## config.mk

```make
export PLATFORM = sky130hd
export DESIGN_NAME = usb_crc_unit
export DESIGN_NICKNAME = d
export VERILOG_FILES = /design/src/rtl/usb_crc_pkg.sv /design/src/rtl/usb_crc_ctrl.sv /design/src/rtl/usb_crc_engine.sv /design/src/rtl/usb_crc_result.sv /design/src/rtl/usb_crc_unit.sv
export SDC_FILE = /design/constraint.sdc
export NUM_CORES = 1
export LEC_CHECK = 0
export ABC_AREA = 1
export BUFFER_PORTS_ARGS = -buffer_cell sky130_fd_sc_hd__clkbuf_2
export CAP_MARGIN = 25
export CORE_MARGIN = 4
export CORE_UTILIZATION = 40
export CTS_CLUSTER_DIAMETER = 50
export CTS_CLUSTER_SIZE = 30
export DETAILED_ROUTE_END_ITERATION = 8
export PLACE_DENSITY_LB_ADDON = 0.1
export SLEW_MARGIN = 20
export SYNTH_ARGS = -nofsm -noshare
export SYNTH_HDL_FRONTEND = slang
export SYNTH_SLANG_ARGS = --single-unit
```

## constraint.sdc

```tcl
create_clock -name clk -period 1.4 [get_ports clk]
set_clock_uncertainty 0.1 [all_clocks]
set_input_delay 0.21 -clock clk [delete_from_list [all_inputs] [get_ports clk]]
set_output_delay 0.21 -clock clk [all_outputs]
set_load 0.005 [all_outputs]
```

## src/rtl/usb_crc_pkg.sv

```systemverilog
// Package: shared constants and types for the USB CRC unit.
// Assumes: the polynomials are written without their top term, in the
// orientation that the left-shifting register uses.
package usb_crc_pkg;
    localparam int TOK_W = 5;
    localparam int DAT_W = 16;
    localparam logic [TOK_W-1:0] TOK_POLY = 5'h05;
    localparam logic [DAT_W-1:0] DAT_POLY = 16'h8005;
    localparam logic [TOK_W-1:0] TOK_RESID = 5'h0C;
    localparam logic [DAT_W-1:0] DAT_RESID = 16'h800D;

    typedef enum logic {
        CRC_TOKEN = 1'b0,
        CRC_DATA  = 1'b1
    } crc_kind_e;

    typedef enum logic {
        ST_IDLE = 1'b0,
        ST_OPEN = 1'b1
    } pkt_state_e;
endpackage

```

## src/rtl/usb_crc_ctrl.sv

```systemverilog
// Module: usb_crc_ctrl
// Tracks whether a packet is open and latches the CRC kind at start.
// It turns the strobes into preset, shift and capture commands.
// Assumes: start, bit_vld and finish are mutually exclusive.
module usb_crc_ctrl
    import usb_crc_pkg::*;
(
    input  logic      clk,
    input  logic      rst_n,
    input  logic      mode,
    input  logic      start,
    input  logic      bit_vld,
    input  logic      finish,
    output logic      preset,
    output logic      shift,
    output logic      capture,
    output crc_kind_e kind
);
    pkt_state_e state_q;
    crc_kind_e  kind_q;

    // Command decode: strobes are ignored outside an open packet.
    always_comb begin
        preset  = start;
        shift   = (state_q == ST_OPEN) && bit_vld && !start;
        capture = (state_q == ST_OPEN) && finish && !start;
    end

    // Packet state and kind latch.
    always_ff @(posedge clk) begin
        if (!rst_n) begin
            state_q <= ST_IDLE;
            kind_q  <= CRC_TOKEN;
        end else if (start) begin
            state_q <= ST_OPEN;
            kind_q  <= crc_kind_e'(mode);
        end else if (capture) begin
            state_q <= ST_IDLE;
        end
    end

    assign kind = kind_q;

    AST_ONE_STROBE: assert property (@(posedge clk) disable iff (!rst_n)
        $onehot0({start, bit_vld, finish}));
    AST_KIND_HELD: assert property (@(posedge clk) disable iff (!rst_n)
        (state_q == ST_OPEN) && !start |=> $stable(kind_q));
    AST_IDLE_NO_CAPTURE: assert property (@(posedge clk) disable iff (!rst_n)
        (state_q == ST_IDLE) |-> !capture && !shift);
endmodule

```

## src/rtl/usb_crc_engine.sv

```systemverilog
// Module: usb_crc_engine
// A bit-serial shift register made of XOR feedback into flip-flops.
// It runs either the token polynomial in the low TW bits or the data
// polynomial across all DW bits.
// Assumes: kind is stable for the whole packet; preset wins over shift.
module usb_crc_engine
    import usb_crc_pkg::*;
#(
    parameter int TW = TOK_W,
    parameter int DW = DAT_W,
    parameter logic [TW-1:0] TPOLY = TOK_POLY,
    parameter logic [DW-1:0] DPOLY = DAT_POLY
) (
    input  logic          clk,
    input  logic          rst_n,
    input  logic          preset,
    input  logic          shift,
    input  logic          din,
    input  crc_kind_e     kind,
    output logic [DW-1:0] crc_q
);
    localparam int PADW = DW - TW;

    logic          fb_tok, fb_dat;
    logic [TW-1:0] tok_nxt;
    logic [DW-1:0] dat_nxt;
    logic [DW-1:0] nxt;

    // Feedback bits: the incoming bit XOR the current top bit of each width.
    always_comb begin
        fb_tok = din ^ crc_q[TW-1];
        fb_dat = din ^ crc_q[DW-1];
    end

    // Per-bit next state for each polynomial.
    for (genvar i = 0; i < TW; i++) begin : g_tok
        if (i == 0) begin : g_lsb
            assign tok_nxt[i] = fb_tok & TPOLY[i];
        end else begin : g_mid
            assign tok_nxt[i] = crc_q[i-1] ^ (fb_tok & TPOLY[i]);
        end
    end

    for (genvar i = 0; i < DW; i++) begin : g_dat
        if (i == 0) begin : g_lsb
            assign dat_nxt[i] = fb_dat & DPOLY[i];
        end else begin : g_mid
            assign dat_nxt[i] = crc_q[i-1] ^ (fb_dat & DPOLY[i]);
        end
    end

    // Select the shift result for the latched kind.
    always_comb begin
        if (kind == CRC_DATA) nxt = dat_nxt;
        else                  nxt = {{PADW{1'b0}}, tok_nxt};
    end

    // Register update: preset to all ones, or shift one bit.
    always_ff @(posedge clk) begin
        if (!rst_n)      crc_q <= '1;
        else if (preset) crc_q <= '1;
        else if (shift)  crc_q <= nxt;
    end

    AST_PRESET_ONES: assert property (@(posedge clk) disable iff (!rst_n)
        preset |=> (crc_q == {DW{1'b1}}));
    AST_IDLE_HOLD: assert property (@(posedge clk) disable iff (!rst_n)
        !preset && !shift |=> $stable(crc_q));
    AST_TOKEN_UPPER_CLEAR: assert property (@(posedge clk) disable iff (!rst_n)
        shift && !preset && (kind == CRC_TOKEN) |=> (crc_q[DW-1:TW] == '0));
endmodule

```

## src/rtl/usb_crc_result.sv

```systemverilog
// Module: usb_crc_result
// Captures the wire-order complemented CRC field and the residual
// verdict when a packet closes, and pulses done for one cycle.
// Assumes: the capture command arrives with a register value that is
// settled for the latched kind.
module usb_crc_result
    import usb_crc_pkg::*;
#(
    parameter int TW = TOK_W,
    parameter int DW = DAT_W,
    parameter logic [TW-1:0] TRES = TOK_RESID,
    parameter logic [DW-1:0] DRES = DAT_RESID
) (
    input  logic          clk,
    input  logic          rst_n,
    input  logic          capture,
    input  crc_kind_e     kind,
    input  logic [DW-1:0] crc_q,
    output logic          done,
    output logic [DW-1:0] field,
    output logic          ok,
    output logic          err
);
    localparam int PADW = DW - TW;

    logic [TW-1:0] tok_field;
    logic [DW-1:0] dat_field;
    logic [DW-1:0] field_nxt;
    logic          match;

    // Reverse and complement the remainder into first-sent-first order.
    for (genvar i = 0; i < TW; i++) begin : g_tf
        assign tok_field[i] = ~crc_q[TW-1-i];
    end
    for (genvar i = 0; i < DW; i++) begin : g_df
        assign dat_field[i] = ~crc_q[DW-1-i];
    end

    // Pick the field and the residual comparison for the latched kind.
    always_comb begin
        if (kind == CRC_DATA) begin
            field_nxt = dat_field;
            match     = (crc_q == DRES);
        end else begin
            field_nxt = {{PADW{1'b0}}, tok_field};
            match     = (crc_q[TW-1:0] == TRES);
        end
    end

    // Result registers, written only on capture; done is a single pulse.
    always_ff @(posedge clk) begin
        if (!rst_n) begin
            done  <= 1'b0;
            field <= '0;
            ok    <= 1'b0;
            err   <= 1'b0;
        end else begin
            done <= capture;
            if (capture) begin
                field <= field_nxt;
                ok    <= match;
                err   <= !match;
            end
        end
    end

    AST_DONE_AFTER_CAPTURE: assert property (@(posedge clk) disable iff (!rst_n)
        capture |=> done);
    AST_FIELD_HOLD: assert property (@(posedge clk) disable iff (!rst_n)
        !capture |=> $stable(field) && $stable(ok) && $stable(err));
    AST_FLAGS_EXCLUSIVE: assert property (@(posedge clk) disable iff (!rst_n)
        !(ok && err));
endmodule

```

## src/rtl/usb_crc_unit.sv

```systemverilog
// Module: usb_crc_unit (top)
// Bit-serial USB CRC5/CRC16 generator and checker built from a control
// tracker, a shared shift engine and a result stage.
// Assumes: serial bits arrive LSB first with stuffing removed and the
// PID excluded; the control strobes are mutually exclusive.
module usb_crc_unit
    import usb_crc_pkg::*;
(
    input  logic        clk,
    input  logic        rst_n,
    input  logic        mode,
    input  logic        start,
    input  logic        bit_vld,
    input  logic        bit_in,
    input  logic        finish,
    output logic        done,
    output logic [15:0] crc_field,
    output logic        crc_ok,
    output logic        crc_err
);
    logic             preset, shift, capture;
    crc_kind_e        kind;
    logic [DAT_W-1:0] crc_q;

    usb_crc_ctrl u_ctrl (
        .clk     (clk),
        .rst_n   (rst_n),
        .mode    (mode),
        .start   (start),
        .bit_vld (bit_vld),
        .finish  (finish),
        .preset  (preset),
        .shift   (shift),
        .capture (capture),
        .kind    (kind)
    );

    usb_crc_engine u_engine (
        .clk    (clk),
        .rst_n  (rst_n),
        .preset (preset),
        .shift  (shift),
        .din    (bit_in),
        .kind   (kind),
        .crc_q  (crc_q)
    );

    usb_crc_result u_result (
        .clk     (clk),
        .rst_n   (rst_n),
        .capture (capture),
        .kind    (kind),
        .crc_q   (crc_q),
        .done    (done),
        .field   (crc_field),
        .ok      (crc_ok),
        .err     (crc_err)
    );

    AST_DONE_NEEDS_FINISH: assert property (@(posedge clk) disable iff (!rst_n)
        $rose(done) |-> $past(finish));
    AST_VERDICT_ONE_HOT: assert property (@(posedge clk) disable iff (!rst_n)
        done |-> (crc_ok != crc_err));
endmodule

```

==> results of run 1 <==
==> cells by family (layout without fill, tap and decap cells) <==
group / Yosys count / count (layout) / share of synthesized area, %
AOI/OAI and AO/OA: 50 / 50 / 26.18
and+or+nand+nor: 61 / 61 / 18.01
DFF: 37 / 37 / 47.40
xor gates and xnor gates: 1 / 1 / 0.5606
buffers and inverters: 28 / 62 / 7.846
==> worst reg2reg max path, stage by stage (launching register included) <==
cell,delay [ns]
sky130_fd_sc_hd__dfxtp_1,0.37
sky130_fd_sc_hd__buf_4,0.18
sky130_fd_sc_hd__nand2_1,0.07
sky130_fd_sc_hd__nand2_1,0.10
sky130_fd_sc_hd__nand2_1,0.05
sky130_fd_sc_hd__nand2_1,0.10
sky130_fd_sc_hd__nand2_1,0.06
sky130_fd_sc_hd__nand2_1,0.06
sky130_fd_sc_hd__o21ai_1,0.06
==> Yosys cell counts <==
| cell | n | area share, % |
|---|---|---|
| sky130_fd_sc_hd__dfxtp_1 | 37 | 47 |
| sky130_fd_sc_hd__nand2_1 | 28 | 6.7 |
| sky130_fd_sc_hd__nand3_1 | 17 | 5.4 |
| sky130_fd_sc_hd__inv_1 | 15 | 3.6 |
| sky130_fd_sc_hd__nor2_1 | 12 | 2.9 |
| sky130_fd_sc_hd__a21oi_1 | 11 | 3.5 |
| sky130_fd_sc_hd__o21ai_0 | 8 | 2.6 |
| sky130_fd_sc_hd__o21ai_1 | 8 | 2.6 |
| sky130_fd_sc_hd__o31ai_4 | 7 | 9.5 |
| sky130_fd_sc_hd__buf_2 | 5 | 1.6 |
| sky130_fd_sc_hd__inv_2 | 5 | 1.2 |
| sky130_fd_sc_hd__o211ai_1 | 5 | 2.4 |
| sky130_fd_sc_hd__o221ai_1 | 5 | 2.8 |
| sky130_fd_sc_hd__o31ai_1 | 4 | 1.9 |
| sky130_fd_sc_hd__nor2_4 | 2 | 1.4 |
| sky130_fd_sc_hd__a211oi_1 | 1 | 0.48 |
| sky130_fd_sc_hd__a31oi_1 | 1 | 0.40 |
| sky130_fd_sc_hd__buf_1 | 1 | 0.24 |
| sky130_fd_sc_hd__buf_4 | 1 | 0.48 |
| sky130_fd_sc_hd__buf_6 | 1 | 0.72 |
| sky130_fd_sc_hd__nand2_2 | 1 | 0.40 |
| sky130_fd_sc_hd__nand3_4 | 1 | 1.1 |
| sky130_fd_sc_hd__xor2_1 | 1 | 0.56 |
==> flip-flops by register name (all words and copies together), names as in the netlist <==
register / flops
u_result.err: 1
u_ctrl.state_q: 1
u_engine.crc_q: 16
u_result.field: 16
u_result.done: 1
u_ctrl.kind: 1
u_result.ok: 1
==> how the worst max path moves through the flow <==
| stage | from | end | slack [ns] | depth (start not counted) |
|---|---|---|---|---|
| 2_1_floorplan | u_ctrl.state_q$_SDFFE_PN0P_ | u_result.field[10]$_SDFFE_PN0P_ | 0.26 | 5 |
| 3_3_place_gp | start | u_result.field[15]$_SDFFE_PN0P_ | 0.15 | 6 |
| 3_5_place_dp | start | u_result.field[15]$_SDFFE_PN0P_ | 0.11 | 6 |
| 4_1_cts | u_ctrl.state_q$_SDFFE_PN0P_ | u_result.field[15]$_SDFFE_PN0P_ | 0.12 | 4 |
| 5_1_grt | u_ctrl.kind$_SDFFE_PN0P_ | u_engine.crc_q[2]$_SDFFE_PP1P_ | 0.006 | 8 |
| 6_report | u_ctrl.kind$_SDFFE_PN0P_ | u_engine.crc_q[2]$_SDFFE_PP1P_ | 0.14 | 8 |
==> per-layer routing <==
metal / vias to the layer above / global-route usage, % / part of all wire, %
met1: 590 / 19.04 / 47
li1: 671 / - / -
met3: 4 / 4.748 / 6.4
met2: 41 / 22.35 / 46
met4: 0 / 5.745 / 1.1
met5: - / 0 / 0
==> area by class of cell <==
class / count / area (µm²) / share of cell area [%]
clock buffers: 6 / 72.57 / 3.922
clock inverters: 2 / 10.01 / 0.5409
inverters: 20 / 75.07 / 4.057
multi-input cells: 112 / 699.4 / 37.80
flip-flops and latches: 37 / 740.7 / 40.03
well taps: 48 / 60.06 / 3.245
repair buffers: 34 / 192.7 / 10.41
==> report_power, final <==
part / leakage [nW] / switching, W / internal (W)
combinational: 0.450 / 0.0000986 / 0.0000452
sequential: 0.300 / 0.0000141 / 0.00107
clock: 0.0450 / 0.000362 / 0.000345
total: 0.795 / 0.000475 / 0.00146
==> per-stage QoR <==
step | hold WS, ns | worst slack, ns
after floorplan | 0.2316 | 0.2577
after global placement | 0.3560 | 0.1467
after detailed placement | 0.3575 | 0.1055
after CTS | 0.09396 | 0.1210
after global routing | 0.1085 | 0.005805
final | 0.1088 | 0.1385
==> impl_metrics.toml, run 1 <==
[clock_network]
cts.htree.levels = 2
ctsRootBufferMaster = "sky130_fd_sc_hd__clkbuf_8"
post_cts.repair.setup_buffers = 0
clock-sinks = 37
cts_resized = 0
cts_buffers = 5
deepest_clock_path_buffer_count = 2
worst_setup_hold_path_clk_slew_ns = 0.07
cts-hold-fix-buffers = 0
cts_tree = "built"
clk_latency_ns = 0.28

[layout]
layout.cells.most_common_list = "sky130_fd_sc_hd__dfxtp_1, sky130_fd_sc_hd__nand2_1, sky130_fd_sc_hd__clkbuf_2, sky130_fd_sc_hd__nand3_1, sky130_fd_sc_hd__inv_1"
final.fill_count = 369
area_overhead_vs_synth_pct = 18.41
mostFrequentLayoutCell = "sky130_fd_sc_hd__dfxtp_1"
layout-drive-gt1-share_pct = 27.01
finalNetCount = 217
finalCoreUtilization_pct = 49.80
diodes_inserted = 0
fin_cells = 259
final_design_area_no_fill_mm2 = 0.001851

[placement]
numPlacedInstances = 251
dp_hpwl_mm = 2.551
placed_cell_area_mm2 = 0.001768
portBuffers = 25
finalWeightedCongestion = 0.8375

[worst_setup_path]
reg2reg_setup_slack_ns = 0.14
path_buf_inv = 1
critical-path-top-delay-family = "simple AND/OR/NAND/NOR gates"
worstSetupEndpointType = "flip-flop"
timing.critical_path.slowest_cell_delay_ns = 0.37
critical_path_maximum_fanout = 8
critical_path.cell_chain = "buf_4 -> nand2_1 -> nand2_1 -> nand2_1 -> nand2_1 -> nand2_1 -> nand2_1 -> o21ai_1"
worst_ep_required_time_ns = 1.47
crit_slowest_cell = "sky130_fd_sc_hd__dfxtp_1"
reg2regPathDepth = 8
cp-start-kind = "flip-flop"
setup.worst_path.class = "reg2reg"
crit_top_cell = "sky130_fd_sc_hd__nand2_1"
timing.rr.end = "u_engine.crc_q[2]$_SDFFE_PP1P_"
worst-endpoint-arrival_ns = 1.34
r2r_start = "u_ctrl.kind$_SDFFE_PN0P_"

[timing]
worst_slew_margin_rel_pct = 71.16
period_share_pct = 90.11
report.final.setup_viol = 0
timing.final.hold_violations = 0
tightest_slew_ns = 0.4320
finalWorstPathRequiredPeriod_ns = 1.262
timing.fmax_mhz = 792.7
finalMaxSlewViolations = 0
rsz_0062_raised_after_global_routing = "false"
fin_tns_setup_ns = 0

[routing]
vias = 1306
drt_iter0_drcs = 73
remaining_drc_errors = 0
totalWireLength_mm = 3.343
final_antenna_net_count = 0
detail_route.first_pass.iterations = 4
vias_per_cell = 5.042
drt-wirelength-per-cell_um = 12.91

[worst_hold_path]
worstHoldPathCells = 3
worstHoldEndpoint = "u_engine.crc_q[15]$_SDFFE_PP1P_"
worst_hold_startpoint = "bit_in"
worstHoldPathType = "in2reg"

[die]
ioPinCount = 26
floorplan.core_area_mm2 = 0.003716
floorplan.die_area_mm2 = 0.004971
die-width_um = 70.51
num_rows = 22
initial_core_util_pct = 42.05
chipHeight_um = 70.51

[run_status]
status = "completed"

[synth]
syn_avg_cell_area_um2 = 8.829
number_of_instances_in_the_synthesized_netlist = 177
synth_fp_nets = 184
yosys_warnings = 0
post_synthesis_cell_area_mm2 = 0.001563
unique_masters_post_synth = 23
yosysSeqAreaShare_pct = 47.40
postSynthRegisterBits = 37

[global_route]
antenna_found_initial = 0
grt_max_degree = 18
grt_util_all_layers_pct = 14.62
vias_in_the_first_global_route = 1244
grt_overflow_total = 0
grt_first_pass_wirelength_mm = 5.775

[power]
power.density_mw_per_mm2 = 1045
vdd_ir_drop_max_v = 0.0005626
p_total_w = 0.001933
p_leak_nw = 0.7948

[run]
maxCapViolations = 0
(Power assumes the default switching activity.)
==> run 2: changes to the inputs <==
- PLACE_DENSITY_LB_ADDON: 0.1 -> default
==> run 2 against run 1 <==
  * First-iteration DRC count fell by 5.5%
  * Critical path type unchanged
  * Cell count fell by 0.39%
  * Clock power rose by 15%
  * Critical path depth fell by 3
  * Die area did not move
  * Sequential cell count did not move
  * Count of clock-buffer cells in the layout rose by 1
  * Largest power group unchanged
  * Total power rose by 5.6%
  * Sequential power barely moved
  * Non-clock buffer count fell by 1
  * Worst hold slack got worse by 0.014 ns
  * Global-route usage fell by 0.48 points
==> impl_metrics.toml, run 2 (synthesis gave the netlist of run 1 again) <==
[worst_setup_path]
worst_ep_required_time_ns = 1.48
worst-endpoint-arrival_ns = 1.36
setup.worst_path.class = "reg2reg"
critical_path_maximum_fanout = 9
worstSetupEndpointType = "flip-flop"
cp-start-kind = "flip-flop"
critical_path.cell_chain = "nand2_1 -> nor2_4 -> inv_2 -> a21oi_1 -> o21ai_1"
timing.critical_path.slowest_cell_delay_ns = 0.40
crit_slowest_cell = "sky130_fd_sc_hd__dfxtp_1"

[timing]
worst_slack_ns = 0.1195
period_share_pct = 91.46
fin_tns_setup_ns = 0
finalMaxSlewViolations = 0
rsz_0062_raised_after_global_routing = "false"
tightest_slew_ns = 0.4388
timing.final.hold_violations = 0
report.final.setup_viol = 0
worst_slew_margin_rel_pct = 70.71
timing.fmax_mhz = 781.0
finalWorstPathRequiredPeriod_ns = 1.280

[routing]
remaining_drc_errors = 0
final_antenna_net_count = 0
drt-wirelength-per-cell_um = 12.62
totalWireLength_mm = 3.256
detail_route.first_pass.iterations = 4
drt_iter0_drcs = 69
vias = 1282
vias_per_cell = 4.969

[clock_network]
clock-sinks = 37
cts_buffers = 5
cts-hold-fix-buffers = 0
post_cts.repair.setup_buffers = 0
cts.htree.levels = 2
deepest_clock_path_buffer_count = 2
clk_latency_ns = 0.29
worst_setup_hold_path_clk_slew_ns = 0.07
cts_resized = 0
cts_tree = "built"
ctsRootBufferMaster = "sky130_fd_sc_hd__clkbuf_8"

[global_route]
antenna_found_initial = 0
grt_max_degree = 18
grt_first_pass_wirelength_mm = 5.547
vias_in_the_first_global_route = 1196
grt_overflow_total = 0
grt_util_all_layers_pct = 14.13

[placement]
finalWeightedCongestion = 0.8567
placed_cell_area_mm2 = 0.001773
dp_hpwl_mm = 2.480
portBuffers = 25
place_worst_setup_slack_ns = 0.1255

[run]
maxCapViolations = 0

[die]
ioPinCount = 26
chipHeight_um = 70.51
num_rows = 22
floorplan.core_area_mm2 = 0.003716
initial_core_util_pct = 42.05
floorplan.die_area_mm2 = 0.004971
die-width_um = 70.51

[layout]
final.fill_count = 360
largestRegisters = "u_engine.crc_q (16), u_result.field (16)"
multiInputGateArea_um2 = 699.4
layout.cells.most_common_list = "sky130_fd_sc_hd__dfxtp_1, sky130_fd_sc_hd__nand2_1, sky130_fd_sc_hd__clkbuf_2, sky130_fd_sc_hd__nand3_1, sky130_fd_sc_hd__inv_1"
mostFrequentLayoutCell = "sky130_fd_sc_hd__dfxtp_1"
finalNetCount = 216
diodes_inserted = 0
layout-drive-gt1-share_pct = 27.14
area_overhead_vs_synth_pct = 19.94
final_design_area_no_fill_mm2 = 0.001874
layout.area.seq_um2 = 740.7

[power]
p_leak_nw = 0.8043
vdd_ir_drop_max_v = 0.0005069
p_total_w = 0.002042
power.density_mw_per_mm2 = 1089

[run_status]
status = "completed"

[worst_hold_path]
worstHoldPathType = "in2reg"
-- run 2: critical path, delay by kind of cell (launching register included) --
| kind | cells | cell delay, ns |
|---|---|---|
| buffers and inverters | 1 | 0.13 |
| AO/OA/AOI/OAI | 2 | 0.23 |
| AND/OR/NAND/NOR | 2 | 0.32 |
| flip-flops | 1 | 0.40 |
-- run 2: area by class of cell --
type | instances | share of cell area [%]
tap | 48 | 3.204
clock inverter | 1 | 0.2670
sequential | 37 | 39.52
inverter | 20 | 4.005
timing repair buffer | 33 | 10.55
clock buffer | 7 | 5.140
multi-input combinational | 112 | 37.32
-- run 2: layer usage --
metal	global-route usage (%)	wire, µm	vias to the layer above	part of all wire (%)
li1	-	-	672	-
met1	18.50	1587	579	49
met2	21.10	1440	26	44
met3	4.604	173	5	5.3
met4	6.383	55	0	1.7
met5	0	0	-	0
-- run 2: final timing paths --
check	startpoint	end	slack (ns)	cells past startpoint
max	u_ctrl.state_q$_SDFFE_PN0P_	u_engine.crc_q[11]$_SDFFE_PP1P_	0.12	5
min	finish	u_result.done$_SDFF_PN0_	0.09	3
max reg2reg	u_ctrl.state_q$_SDFFE_PN0P_	u_engine.crc_q[11]$_SDFFE_PP1P_	0.12	5
min reg2reg	u_result.ok$_SDFFE_PN0P_	u_result.ok$_SDFFE_PN0P_	0.37	2
-- run 2: power by group --
part / leakage [nW] / internal (W) / total, W / switching, W
clock: 0.0542 / 0.000445 / 0.000811 / 0.000367
sequential: 0.300 / 0.00107 / 0.00108 / 0.0000136
combinational: 0.450 / 0.0000490 / 0.000148 / 0.0000992
total: 0.804 / 0.00156 / 0.00204 / 0.000479
-- run 2: stage by stage --
step | utilization (%) | cells | hold WS, ns
2_1_floorplan | - | 177 | 0.2316
3_3_place_gp | 47.71 | 250 | 0.3569
3_5_place_dp | 47.71 | 250 | 0.3581
4_1_cts | 50.44 | 258 | 0.08941
5_1_grt | 50.44 | 258 | 0.08939
6_report | 50.44 | 258 | 0.09467
==> run 3: changes to the inputs <==
- PLACE_DENSITY: default -> 0.66
==> run 3 against run 2 <==
  * Clock power grew 6.7%
  * Global-route usage shrank 1.1 points
  * Sequential power is essentially flat
  * Sequential share of layout area grew 0.053 points
  * Critical path type unchanged
  * Largest power group unchanged
  * Highest routed layer unchanged
==> impl_metrics.toml, run 3 (synthesis gave the netlist of run 1 again) <==
[power]
vdd_ir_drop_max_v = 0.0007217
p_int_w = 0.001633
seq_power_share_pct = 51.8
p_leak_nw = 0.8041
clock_power_share_pct = 41.4
power.density_mw_per_mm2 = 1118
share_comb_of_total_power_pct = 6.8
switching_share_pct = 21.94
p_sw_w = 0.0004590

[global_route]
grt_util_all_layers_pct = 13.02
grt.met2_usage_pct = 19.33
grt_max_degree = 18
grt_overflow_total = 0
vias_in_the_first_global_route = 1144
global_route.usage.met1_pct = 17.40
grtUsageMet3_pct = 5.180
grt_first_pass_wirelength_mm = 5.175
global_route.peak_usage_layer = "met2"
antenna_found_initial = 0

[timing]
report.final.setup_viol = 0
finalWorstPathRequiredPeriod_ns = 1.246
timing.final.hold_violations = 0
finalMaxSlewViolations = 0
rsz_0062_raised_after_global_routing = "false"
worst_slack_ns = 0.1537
period_share_pct = 89.02
timing.fmax_mhz = 802.4
fin_tns_setup_ns = 0
tightest_slew_ns = 0.4428
worst_slew_margin_rel_pct = 70.43

[clock_network]
clock-sinks = 37
ctsRootBufferMaster = "sky130_fd_sc_hd__clkbuf_8"
post_cts.repair.setup_buffers = 0
clk_latency_ns = 0.29
cts_tree = "built"
cts.htree.levels = 2
cts_buffers = 5
cts_resized = 0
deepest_clock_path_buffer_count = 2
cts-hold-fix-buffers = 0
worst_setup_hold_path_clk_slew_ns = 0.07

[routing]
remaining_drc_errors = 0
drt_iter0_drcs = 61
drt-wirelength-per-cell_um = 12.03
vias = 1278
final_antenna_net_count = 0
vias_per_cell = 4.953
detail_route.first_pass.iterations = 4
totalWireLength_mm = 3.103

[layout]
multiInputGateArea_um2 = 699.4
layout-drive-gt1-share_pct = 27.14
area_overhead_vs_synth_pct = 19.78
final_design_area_no_fill_mm2 = 0.001872
layout.area.seq_um2 = 740.7
mostFrequentLayoutCell = "sky130_fd_sc_hd__dfxtp_1"
diodes_inserted = 0
finalNetCount = 217
largestRegisters = "u_engine.crc_q (16), u_result.field (16)"
final.fill_count = 370
layout.cells.most_common_list = "sky130_fd_sc_hd__dfxtp_1, sky130_fd_sc_hd__nand2_1, sky130_fd_sc_hd__clkbuf_2, sky130_fd_sc_hd__nand3_1, sky130_fd_sc_hd__inv_1"

[worst_setup_path]
worst-endpoint-arrival_ns = 1.31
worst_ep_required_time_ns = 1.46
setup.worst_path.class = "reg2reg"
reg2reg_setup_slack_ns = 0.15
worstSetupEndpointType = "flip-flop"
critical_path_maximum_fanout = 9
cp-start-kind = "flip-flop"

[placement]
place_worst_setup_slack_ns = 0.1192
finalWeightedCongestion = 0.8006
portBuffers = 25
placed_cell_area_mm2 = 0.001768
dp_hpwl_mm = 2.351

[die]
floorplan.die_area_mm2 = 0.004971
chipHeight_um = 70.51
ioPinCount = 26
die-width_um = 70.51
initial_core_util_pct = 42.05
num_rows = 22
floorplan.core_area_mm2 = 0.003716

[run_status]
status = "completed"

[run]
maxCapViolations = 0

[worst_hold_path]
worstHoldPathType = "in2reg"
## run 3: layout make-up
cell class / instances / share of cell area (%)
clock buffers: 5 / 3.676
clock inverters: 2 / 1.872
inverters: 20 / 4.011
multi-input cells: 112 / 37.37
flip-flops and latches: 37 / 39.57
well taps: 48 / 3.209
repair buffers: 34 / 10.29
## run 3: metal layers
metal | part of all wire [%] | vias up
met5 | 0 | -
met4 | 1.3 | 0
met3 | 6.2 | 4
met2 | 45 | 31
met1 | 48 | 574
li1 | - | 669
## run 3: power by group through the flow
stage                     clock network, W  logic (W)  registers [W]
after floorplan                          0  0.0000952        0.00111
after global placement                   0   0.000143        0.00111
after detailed placement                 0   0.000144        0.00111
after CTS                         0.000902   0.000145        0.00108
after global routing              0.000929   0.000161        0.00109
final                             0.000865   0.000143        0.00108
## run 3: through the flow
stage	hold WS, ns	power (W)	utilization, %	instances
floorplan	0.2316	0.001200	-	177
global placement	0.3575	0.001250	47.58	251
detailed placement	0.3596	0.001252	47.58	251
CTS	0.09820	0.002130	50.37	258
global route	0.1292	0.002176	50.37	258
finish	0.1144	0.002092	50.37	258
## run 3: final timing paths
kind | startpoint | end | cells past startpoint
worst min-delay path | bit_in | u_engine.crc_q[15]$_SDFFE_PP1P_ | 3
worst min register to register | u_result.ok$_SDFFE_PN0P_ | u_result.ok$_SDFFE_PN0P_ | 2
worst max register to register | u_ctrl.state_q$_SDFFE_PN0P_ | u_engine.crc_q[4]$_SDFFE_PP1P_ | 5
worst max-delay path | u_ctrl.state_q$_SDFFE_PN0P_ | u_engine.crc_q[4]$_SDFFE_PP1P_ | 5
## run 3: critical path, cell delays in order, from the launching register on
cell                      delay [ns]
sky130_fd_sc_hd__dfxtp_1        0.40
sky130_fd_sc_hd__nand2_1        0.11
sky130_fd_sc_hd__nor2_4         0.18
sky130_fd_sc_hd__inv_2          0.11
sky130_fd_sc_hd__a21oi_1        0.12
sky130_fd_sc_hd__o21ai_0        0.10
